## src/rtl/aead_seq_pkg.sv

```systemverilog
package aead_seq_pkg;
  typedef enum logic [2:0] {
    OP_NONE   = 3'd0,
    OP_INIT   = 3'd1,
    OP_ABSORB = 3'd2,
    OP_ENC    = 3'd3,
    OP_DEC    = 3'd4,
    OP_DOMAIN = 3'd5,
    OP_TAG    = 3'd6
  } lane_op_e;

  typedef enum logic [3:0] {
    S_IDLE, S_INIT, S_AD, S_DOM, S_MSG, S_FIN,
    S_TAG, S_CMP, S_PSTART, S_PWAIT, S_DONE
  } seq_state_e;
endpackage

```

## src/rtl/aead_len_track.sv

```systemverilog
module aead_len_track #(
  parameter int LEN_W = 16,
  parameter int STEP  = 8
) (
  input  logic             clk,
  input  logic             rst,
  input  logic             load,
  input  logic [LEN_W-1:0] load_val,
  input  logic             step,
  output logic [LEN_W-1:0] rem,
  output logic             has_full
);
  localparam logic [LEN_W-1:0] STEP_V = LEN_W'(STEP);

  always_ff @(posedge clk) begin
    if (rst)       rem <= '0;
    else if (load) rem <= load_val;
    else if (step) rem <= rem - STEP_V;
  end

  assign has_full = (rem >= STEP_V);


  step_full_chk: assert property (@(posedge clk) disable iff (rst)
    step |-> has_full);
endmodule

```

## src/rtl/aead_tag_cmp.sv

```systemverilog
module aead_tag_cmp #(
  parameter int TAG_BYTES = 16
) (
  input  logic                   clk,
  input  logic                   rst,
  input  logic                   go,
  input  logic [TAG_BYTES*8-1:0] tag_a,
  input  logic [TAG_BYTES*8-1:0] tag_b,
  output logic                   fin,
  output logic                   mism
);
  localparam int IW = (TAG_BYTES > 1) ? $clog2(TAG_BYTES) : 1;
  localparam logic [IW-1:0] LAST = IW'(TAG_BYTES - 1);

  logic          active;
  logic [IW-1:0] idx;
  logic [7:0]    acc;
  logic [7:0]    diff;

  assign diff = tag_a[idx*8 +: 8] ^ tag_b[idx*8 +: 8];

  always_ff @(posedge clk) begin
    if (rst) begin
      active <= 1'b0;
      idx    <= '0;
      acc    <= '0;
      fin    <= 1'b0;
      mism   <= 1'b0;
    end else begin
      fin <= 1'b0;
      if (go) begin
        active <= 1'b1;
        idx    <= '0;
        acc    <= '0;
      end else if (active) begin
        acc <= acc | diff;
        idx <= idx + 1'b1;
        if (idx == LAST) begin
          active <= 1'b0;
          fin    <= 1'b1;
          mism   <= |(acc | diff);
        end
      end
    end
  end


  cmp_span_chk: assert property (@(posedge clk) disable iff (rst)
    (active && idx != LAST) |=> (active && !fin));
endmodule

```

## src/rtl/aead_phase_seq.sv

```systemverilog
module aead_phase_seq
  import aead_seq_pkg::*;
#(
  parameter int LEN_W       = 16,
  parameter int RATE_BYTES  = 8,
  parameter int TAG_BYTES   = 16,
  parameter int STATE_BYTES = 32,
  parameter int RND_W       = 8,
  parameter int INIT_ROUNDS = 52,
  parameter int MID_ROUNDS  = 28,
  parameter int FIN_ROUNDS  = 32,
  parameter int LANE_W      = $clog2(((RATE_BYTES > TAG_BYTES) ? RATE_BYTES : TAG_BYTES) + 1)
) (
  input  logic                   clk,
  input  logic                   rst,
  input  logic                   cmd_start,
  input  logic                   cmd_decrypt,
  input  logic [LEN_W-1:0]       cmd_ad_len,
  input  logic [LEN_W-1:0]       cmd_msg_len,
  output logic                   busy,
  output logic                   done,
  output logic [7:0]             status,
  output logic                   release_pt,
  output logic [LEN_W-1:0]       ct_len,
  output logic                   lane_valid,
  output logic [2:0]             lane_op,
  output logic [LANE_W-1:0]      lane_len,
  output logic                   lane_pad,
  output logic                   lane_seal,
  output logic                   perm_start,
  output logic [RND_W-1:0]       perm_rounds,
  input  logic                   perm_done,
  input  logic [TAG_BYTES*8-1:0] tag_calc,
  input  logic [TAG_BYTES*8-1:0] tag_rx
);
  localparam logic SEAL_CFG = (STATE_BYTES == 48) && (RATE_BYTES == 24);
  localparam logic [LANE_W-1:0] RATE_L = LANE_W'(RATE_BYTES);
  localparam logic [LANE_W-1:0] TAG_L  = LANE_W'(TAG_BYTES);
  localparam logic [LEN_W-1:0]  TAG_N  = LEN_W'(TAG_BYTES);

  seq_state_e       state, ret_state;
  logic [RND_W-1:0] pend_rounds;
  logic             is_dec, ad_zero, msg_zero;
  logic             cmp_go, cmp_fin, cmp_mism;
  logic [LEN_W-1:0] ad_rem, msg_rem;
  logic             ad_full, msg_full;
  logic             take;

  assign take = cmd_start && (state == S_IDLE);

  aead_len_track #(.LEN_W(LEN_W), .STEP(RATE_BYTES)) u_ad_trk (
    .clk(clk), .rst(rst), .load(take), .load_val(cmd_ad_len),
    .step(state == S_AD && ad_full), .rem(ad_rem), .has_full(ad_full));

  aead_len_track #(.LEN_W(LEN_W), .STEP(RATE_BYTES)) u_msg_trk (
    .clk(clk), .rst(rst), .load(take), .load_val(cmd_msg_len),
    .step(state == S_MSG && msg_full), .rem(msg_rem), .has_full(msg_full));

  aead_tag_cmp #(.TAG_BYTES(TAG_BYTES)) u_cmp (
    .clk(clk), .rst(rst), .go(cmp_go), .tag_a(tag_calc), .tag_b(tag_rx),
    .fin(cmp_fin), .mism(cmp_mism));

  always_ff @(posedge clk) begin
    if (rst) begin
      state       <= S_IDLE;
      ret_state   <= S_IDLE;
      pend_rounds <= '0;
      is_dec      <= 1'b0;
      ad_zero     <= 1'b0;
      msg_zero    <= 1'b0;
      busy        <= 1'b0;
      done        <= 1'b0;
      status      <= 8'h00;
      release_pt  <= 1'b0;
      ct_len      <= '0;
      lane_valid  <= 1'b0;
      lane_op     <= OP_NONE;
      lane_len    <= '0;
      lane_pad    <= 1'b0;
      lane_seal   <= 1'b0;
      perm_start  <= 1'b0;
      perm_rounds <= '0;
      cmp_go      <= 1'b0;
    end else begin
      lane_valid <= 1'b0;
      lane_seal  <= 1'b0;
      perm_start <= 1'b0;
      done       <= 1'b0;
      release_pt <= 1'b0;
      cmp_go     <= 1'b0;
      unique case (state)
        S_IDLE: if (cmd_start) begin
          is_dec   <= cmd_decrypt;
          ad_zero  <= (cmd_ad_len == '0);
          msg_zero <= (cmd_msg_len == '0);
          ct_len   <= cmd_msg_len + TAG_N;
          busy     <= 1'b1;
          state    <= S_INIT;
        end
        S_INIT: begin
          lane_valid  <= 1'b1;
          lane_op     <= OP_INIT;
          lane_len    <= '0;
          lane_pad    <= 1'b0;
          lane_seal   <= SEAL_CFG;
          pend_rounds <= RND_W'(INIT_ROUNDS);
          ret_state   <= ad_zero ? S_DOM : S_AD;
          state       <= S_PSTART;
        end
        S_AD: begin
          lane_valid  <= 1'b1;
          lane_op     <= OP_ABSORB;
          lane_len    <= ad_full ? RATE_L : LANE_W'(ad_rem);
          lane_pad    <= !ad_full;
          pend_rounds <= RND_W'(MID_ROUNDS);
          ret_state   <= ad_full ? S_AD : S_DOM;
          state       <= S_PSTART;
        end
        S_DOM: begin
          lane_valid <= 1'b1;
          lane_op    <= OP_DOMAIN;
          lane_len   <= '0;
          lane_pad   <= 1'b0;
          state      <= msg_zero ? S_FIN : S_MSG;
        end
        S_MSG: begin
          lane_valid  <= 1'b1;
          lane_op     <= is_dec ? OP_DEC : OP_ENC;
          lane_len    <= msg_full ? RATE_L : LANE_W'(msg_rem);
          lane_pad    <= !msg_full;
          pend_rounds <= RND_W'(MID_ROUNDS);
          ret_state   <= S_MSG;
          state       <= msg_full ? S_PSTART : S_FIN;
        end
        S_FIN: begin
          pend_rounds <= RND_W'(FIN_ROUNDS);
          ret_state   <= S_TAG;
          state       <= S_PSTART;
        end
        S_TAG: begin
          lane_valid <= 1'b1;
          lane_op    <= OP_TAG;
          lane_len   <= TAG_L;
          lane_pad   <= 1'b0;
          cmp_go     <= is_dec;
          state      <= is_dec ? S_CMP : S_DONE;
        end
        S_CMP: if (cmp_fin) state <= S_DONE;
        S_PSTART: begin
          perm_start  <= 1'b1;
          perm_rounds <= pend_rounds;
          state       <= S_PWAIT;
        end
        S_PWAIT: if (perm_done) state <= ret_state;
        S_DONE: begin
          done       <= 1'b1;
          busy       <= 1'b0;
          status     <= (is_dec && cmp_mism) ? 8'hFF : 8'h00;
          release_pt <= is_dec && !cmp_mism;
          state      <= S_IDLE;
        end
        default: state <= S_IDLE;
      endcase
    end
  end


  release_ok_chk: assert property (@(posedge clk) disable iff (rst)
    release_pt |-> (done && status == 8'h00));


  idle_quiet_chk: assert property (@(posedge clk) disable iff (rst)
    !busy |-> (!lane_valid && !perm_start));


  perm_pulse_chk: assert property (@(posedge clk) disable iff (rst)
    perm_start |=> (!perm_start && $stable(perm_rounds)));


  lane_len_chk: assert property (@(posedge clk) disable iff (rst)
    (lane_valid && lane_op != OP_TAG) |-> (lane_len <= RATE_L));


  pad_no_perm_chk: assert property (@(posedge clk) disable iff (rst)
    (lane_valid && lane_pad && (lane_op == OP_ENC || lane_op == OP_DEC)) |=> !perm_start);


  ctlen_hold_chk: assert property (@(posedge clk) disable iff (rst)
    (busy && $past(busy)) |-> $stable(ct_len));
endmodule

```

## config.mk

```make
export PLATFORM = sky130hd
export DESIGN_NAME = aead_phase_seq
export DESIGN_NICKNAME = d
export VERILOG_FILES = /design/src/rtl/aead_seq_pkg.sv /design/src/rtl/aead_len_track.sv /design/src/rtl/aead_tag_cmp.sv /design/src/rtl/aead_phase_seq.sv
export SDC_FILE = /design/constraint.sdc
export NUM_CORES = 1
export LEC_CHECK = 0
export BUFFER_PORTS_ARGS = -buffer_cell sky130_fd_sc_hd__buf_2
export CAP_MARGIN = 40
export CORE_AREA = 4 4 132 134
export CTS_BUF_LIST = sky130_fd_sc_hd__clkbuf_8 sky130_fd_sc_hd__clkbuf_16
export DETAILED_ROUTE_END_ITERATION = 16
export DIE_AREA = 0 0 136 138
export GPL_TIMING_DRIVEN = 0
export PLACE_DENSITY = 0.73
export SKIP_CTS_REPAIR_TIMING = 1
export SYNTH_ARGS = -nofsm -noshare
export SYNTH_HDL_FRONTEND = slang
export SYNTH_SLANG_ARGS = --single-unit
```

## constraint.sdc

```tcl
create_clock -name clk -period 2.55 [get_ports clk]
set_input_delay 0.255 -clock clk [delete_from_list [all_inputs] [get_ports clk]]
set_output_delay 0.255 -clock clk [all_outputs]
set_load 0.03 [all_outputs]
```

## Yosys cells after proc, flatten, opt, wreduce, memory -nomap -nowiden

Cells that the tools add are included.
W data, S select, Z words.

- Flip-flop bits (word level): 113
- Word-level logic and storage cells: 117

- $add $sub $neg: 4
- Magnitude comparators: 2
- Equality and inequality tests: 14
- Shifts and indexed selects: 2
- Multiplexer cells: 31
- Bitwise gates (word level): 6
- Reduce and logical (&&, ||, !) cells: 33

Operator list:

| kind | number |
|---|---|
| $shiftx A128 B8 Y8 | 2 |
| $mux W16 | 4 |
| $ge A16 B4 Y1 const B | 2 |
| $logic_not A16 Y1 | 2 |
| $pmux W4 S8 | 1 |
| $sub A16 B4 Y16 const B | 2 |
| $pmux W8 S3 | 1 |
| $mux W4 | 5 |
| $pmux W5 S4 | 1 |
| $add A16 B5 Y16 const B | 1 |
| $eq A4 B3 Y1 const B | 4 |
| $eq A4 B4 Y1 const B | 4 |
| $pmux W4 S4 | 1 |
| $pmux W3 S5 | 1 |
| $mux W1 | 11 |
| $mux W5 | 2 |
| $reduce_or A2 Y1 | 5 |
| $reduce_or A3 Y1 | 3 |
| $eq A4 B2 Y1 const B | 2 |
| $mux W8 | 1 |
| $or A8 B8 Y8 | 1 |
| $reduce_bool A4 Y1 | 2 |
| $reduce_or A8 Y1 | 1 |
| $xor A8 B8 Y8 | 1 |
| 17 further kinds | 32 |

## Depth between registers and ports, before layout

- Depth after elaboration: 4
- Gate-level depth with buffers: 9
- Depth with buffers taken out: 7

## By module

A second synthesis with hierarchy kept.

- Cell total of the unflattened synthesis: 718
- Area, all modules: 6810.3 µm²

Modules (own cells, without submodules):

| module | times used | cells each | area an instance (µm²) |
|---|---|---|---|
| aead_phase_seq | 1 | 306 | 2533.7 |
| aead_tag_cmp | 1 | 206 | 2519.9 |
| aead_len_track | 2 | 103 | 878.3 |

## Least setup slack after synthesis

OpenSTA, ideal clock, no wires.

- Kind: flip-flop to flip-flop
- Start: register u_cmp.idx[0]
- End: register u_cmp.acc[6]
- Library setup time: 0.128 ns
- Data arrival time: 2.014 ns
- Slack: 0.409 ns
- Cell stages (with the launch flop): 8
- Path buffers: 2
- Clock period less this slack: 2.141 ns
- Path through: dfxtp_1 -> clkbuf_2 -> buf_2 -> mux4_2 -> xor2_1 -> mux4_2 -> a21oi_1 -> nor2_1

- Cells in the longest elaborated chain, start to end: 3
- Elaborated cells between the ends (all ways): 4
- Those cells by class: shift (2); bitwise (2)

RTL lines:

| what | RTL line | text |
|---|---|---|
| start, declared | aead_tag_cmp.sv:16 | `logic [IW-1:0] idx;` |
| start signal, assigned | aead_tag_cmp.sv:37 | `idx <= idx + 1'b1;` |
| $shiftx A128 B8 Y8 | aead_tag_cmp.sv:20 | `assign diff = tag_a[idx*8 +: 8] ^ tag_b[idx*8 +: 8];` |
| $xor A8 B8 Y8 (*) | aead_tag_cmp.sv:20 |  |
| $or A8 B8 Y8 (*) | aead_tag_cmp.sv:36 | `acc <= acc \| diff;` |
| end signal, assigned | aead_tag_cmp.sv:36 |  |
| end, declared | aead_tag_cmp.sv:17 | `logic [7:0] acc;` |

Every way passes the cells marked *; elsewhere a longest branch is shown, timed or not.
A chain may end at the register's enable or synchronous reset.

## Final worst setup path

- Start: register u_msg_trk.rem[3]
- End: register u_msg_trk.rem[14]

- Cells in the longest elaborated chain, start to end: 3
- Elaborated cells between the ends (all ways): 6
- Those cells by class: add/sub (1); order compare (1); mux (2); reduce/logical (2)

RTL lines:

| what | RTL line | text |
|---|---|---|
| start, declared | aead_len_track.sv:10 | `output logic [LEN_W-1:0] rem,` |
| start signal, assigned | aead_len_track.sv:17 | `else if (load) rem <= load_val;` |
| start signal, assigned | aead_len_track.sv:18 | `else if (step) rem <= rem - STEP_V;` |
| $sub A16 B4 Y16 / $ge A16 B4 Y1 (equally long branches) | aead_len_track.sv:18, aead_len_track.sv:21 |  |
| $mux W16 / $logic_and A1 B1 Y1 (equally long branches) | aead_len_track.sv:18, aead_phase_seq.sv:57 |  |
| $mux W16 / $reduce_bool A2 Y1 (equally long branches) | n/a |  |

Several ways; a longest one is shown, not always the timed one. The select of a mux whose other input is x is not followed.

==> results.txt <==
Startpoint types: register
Post-Synthesis Cells: 716
Crit-path cells: nor4_1 -> nand4_1 -> o21ai_1 -> nor2_1 -> a222oi_1 -> nor2_1
RSZ-0062 raised after global routing: yes
Vias in the first global route: 6805
Core area: 16300 µm²
H-tree Lvls: 3
Violation count after the first detailed-route iteration: 445
CP peak stage delay: 700 ps
Crit Path Category: register to register
Port Buf Inserts: 334
All-Layer GR Usage: 27.1%
Post-Route WL: 26900 µm
Synth async-reset ratio: 0%
Crit. End Element: register
Final Hold Fails: 0
Starting density of the core: 40.7%
Top Family by Delay on Critical Path: compound AO/OA/AOI/OAI gates
Worst R2R Path Depth: 6
Worst min-delay path class: input port to register
Worst Clk Skew: 8.71 ps
Critical path arrival: 2710 ps
Finish-stage setup viols: 0
Filler Cells Inserted: 1554
Vias after detailed routing: 7224
Worst r2r dst: u_msg_trk.rem[14]
# IOs: 340
Status: complete, no violations
Most common cell in the netlist: dfxtp_1
Final Cell Area: 8930 µm²
CP max-delay cell: o21ai_1
Min-delay src: cmd_decrypt
Pwr Density: 465 nW/µm²
Largest net degree at the start of global routing: 17
Final worst setup slack: 51.6 ps
Share of cells above drive strength 1: 43.3%
Register Area: 1900 µm²
Antenna violations before repair: 10
Max Clk Rate: 400 MHz
Worst slew pin tran: 882 ps
Placed Instances: 1274
Post-route ant nets: 0
Worst R2R Setup Slack: 50 ps
Top cells by area, synth: dfxtp_1, mux4_2, nor2_1, a21oi_1, xor2_1
Syn Area/Cell: 9.26 µm²
Worst-skew pair later-pin latency: 340 ps
Max transition margin: 40.8%
Seq cells post-synth: 95
Total power: 4.15 mW
Reg2Reg Launch Point: u_msg_trk.rem[3]
Placement Setup Slack: 20.5 ps
CP required: 2760 ps
DIE HEIGHT: 138 µm
Clock-pin slew on the worst setup and hold paths: 70 ps
Yosys top cell by area: dfxtp_1
Clock sink total: 95
Vias per inst: 5.58
Final slew viol count: 0
Root buf cell: clkbuf_16
Mapped Area: 6630 µm²
Post-synth EDFFs: 0
Placer Congestion: 0.912
Final min period: 2500 ps
Layout Cells excl Fill: 1294
Hold EP: is_dec
Synth warn: 0
First-pass detailed-route iteration total: 5
Final period utilization: 98.0%
Post-route DRC: 0
Hpwl dp: 22600 µm
Final nets: 1363
DR WL/cell: 20.8 µm
Bufs and invs on worst path: 0
Row count: 47
GRT overflow: 0
Setup TNS Final: 0 ps
TritonCTS clock tree: done
Synth cell count leaders: dfxtp_1, nor2_1, mux4_2, a21oi_1, nand2_1
Full die area: 18800 µm²
Cell leakage power: 3.72 nW
Clock buffer count from CTS: 9
Area Growth Syn to Fin: 34.7%
WHS Path Cells: 3
Die width: 136 µm
Ys flop type: dfxtp_1
Yosys cell types: 67
First-pass GRT wire length: 38900 µm
Most common cell on crit path: nor2_1
Placed cell area: 8590 µm²
Peak supply drop: 259 µV
Multi-input logic area: 4400 µm²
Critical Path Start: u_msg_trk.rem[3]
Longest Clk Path Bufs: 2
Synth top area share: 28.7%
Register area share after synthesis: 28.7%
CP max FO: 9
MaxCap Viol Count: 0
==> metrics by stage <==
step / utilization (%) / hold WS [ps]
final: 54.8 / 175
after CTS: 54.6 / 167
after floorplan: - / 391
after global placement: 52.8 / 440
after global routing: 54.8 / 174
after detailed placement: 52.8 / 448
==> placed cells by master, fill, tap and decap left out, drive strengths merged, types with 6 or more instances in the layout <==
master  Yosys  routed
buf        33     364
dfxtp      95      95
nor2       90      90
mux4       67      67
a21oi      64      64
nand2      56      56
clkbuf     32      44
nor3       29      29
xor2       27      27
o21ai      24      24
a211oi     23      23
xnor2      20      20
nor4       16      16
nand3      15      15
inv        10      14
mux2i      10      10
a22oi       9       9
nand4       7       7
nor2b       7       7
or3         7       7
and3        6       6
==> worst max path at each step <==
stage	end	slack [ps]	cells past startpoint
after floorplan	u_cmp.acc[6]	410	7
after global placement	u_cmp.mism	-9	7
after detailed placement	u_cmp.mism	20	7
after CTS	u_cmp.mism	-2	7
after global routing	u_msg_trk.rem[14]	-50	6
final	u_msg_trk.rem[14]	50	6
==> worst min-delay path, delay by kind of cell <==
family | cells | cell delay [ps]
AOI/OAI and AO/OA | 1 | 50
and+or+nand+nor | 1 | 60
buffers and inverters | 1 | 100
==> cell families (layout without fill, tap and decap cells) <==
family	after synthesis	after routing	synth area share [%]
and+or+nand+nor	251	251	17.9
AOI/OAI and AO/OA	163	163	16.2
DFF	95	95	28.7
muxes	78	78	24.4
buffers and inverters	76	425	5.58
xor gates and xnor gates	47	47	6.21
adders and majority gates	5	5	0.943
other	1	10	0.0565
==> final cells by class <==
type,count,area share [%]
antenna,5,0.140
buffer,65,3.81
clock buffer,9,2.52
clock inverter,6,0.770
inverter,11,0.462
multi-input combinational,549,49.2
sequential,95,21.3
tap,220,3.08
timing repair buffer,334,18.7
==> flip-flops by register name, indices dropped and copies added (netlist names), 3 cells and up <==
signal,cells
ct_len,16
u_ad_trk.rem,16
u_msg_trk.rem,16
u_cmp.acc,8
lane_len,5
state,4
u_cmp.idx,4
lane_op,3
pend_rounds,3
perm_rounds,3
ret_state,3
==> metal layers <==
layer  track usage, %  share of wire [%]
met2             41.4                 45
met5                0               0.21
met1             37.5                 42
met4             6.15                1.8
met3             8.65                 11
==> report_power, final <==
group	switching (mW)	internal (mW)
Sequential	0.0736	1.59
Clock	0.591	0.764
Combinational	0.653	0.486
Power figures use the tool's default switching activity.
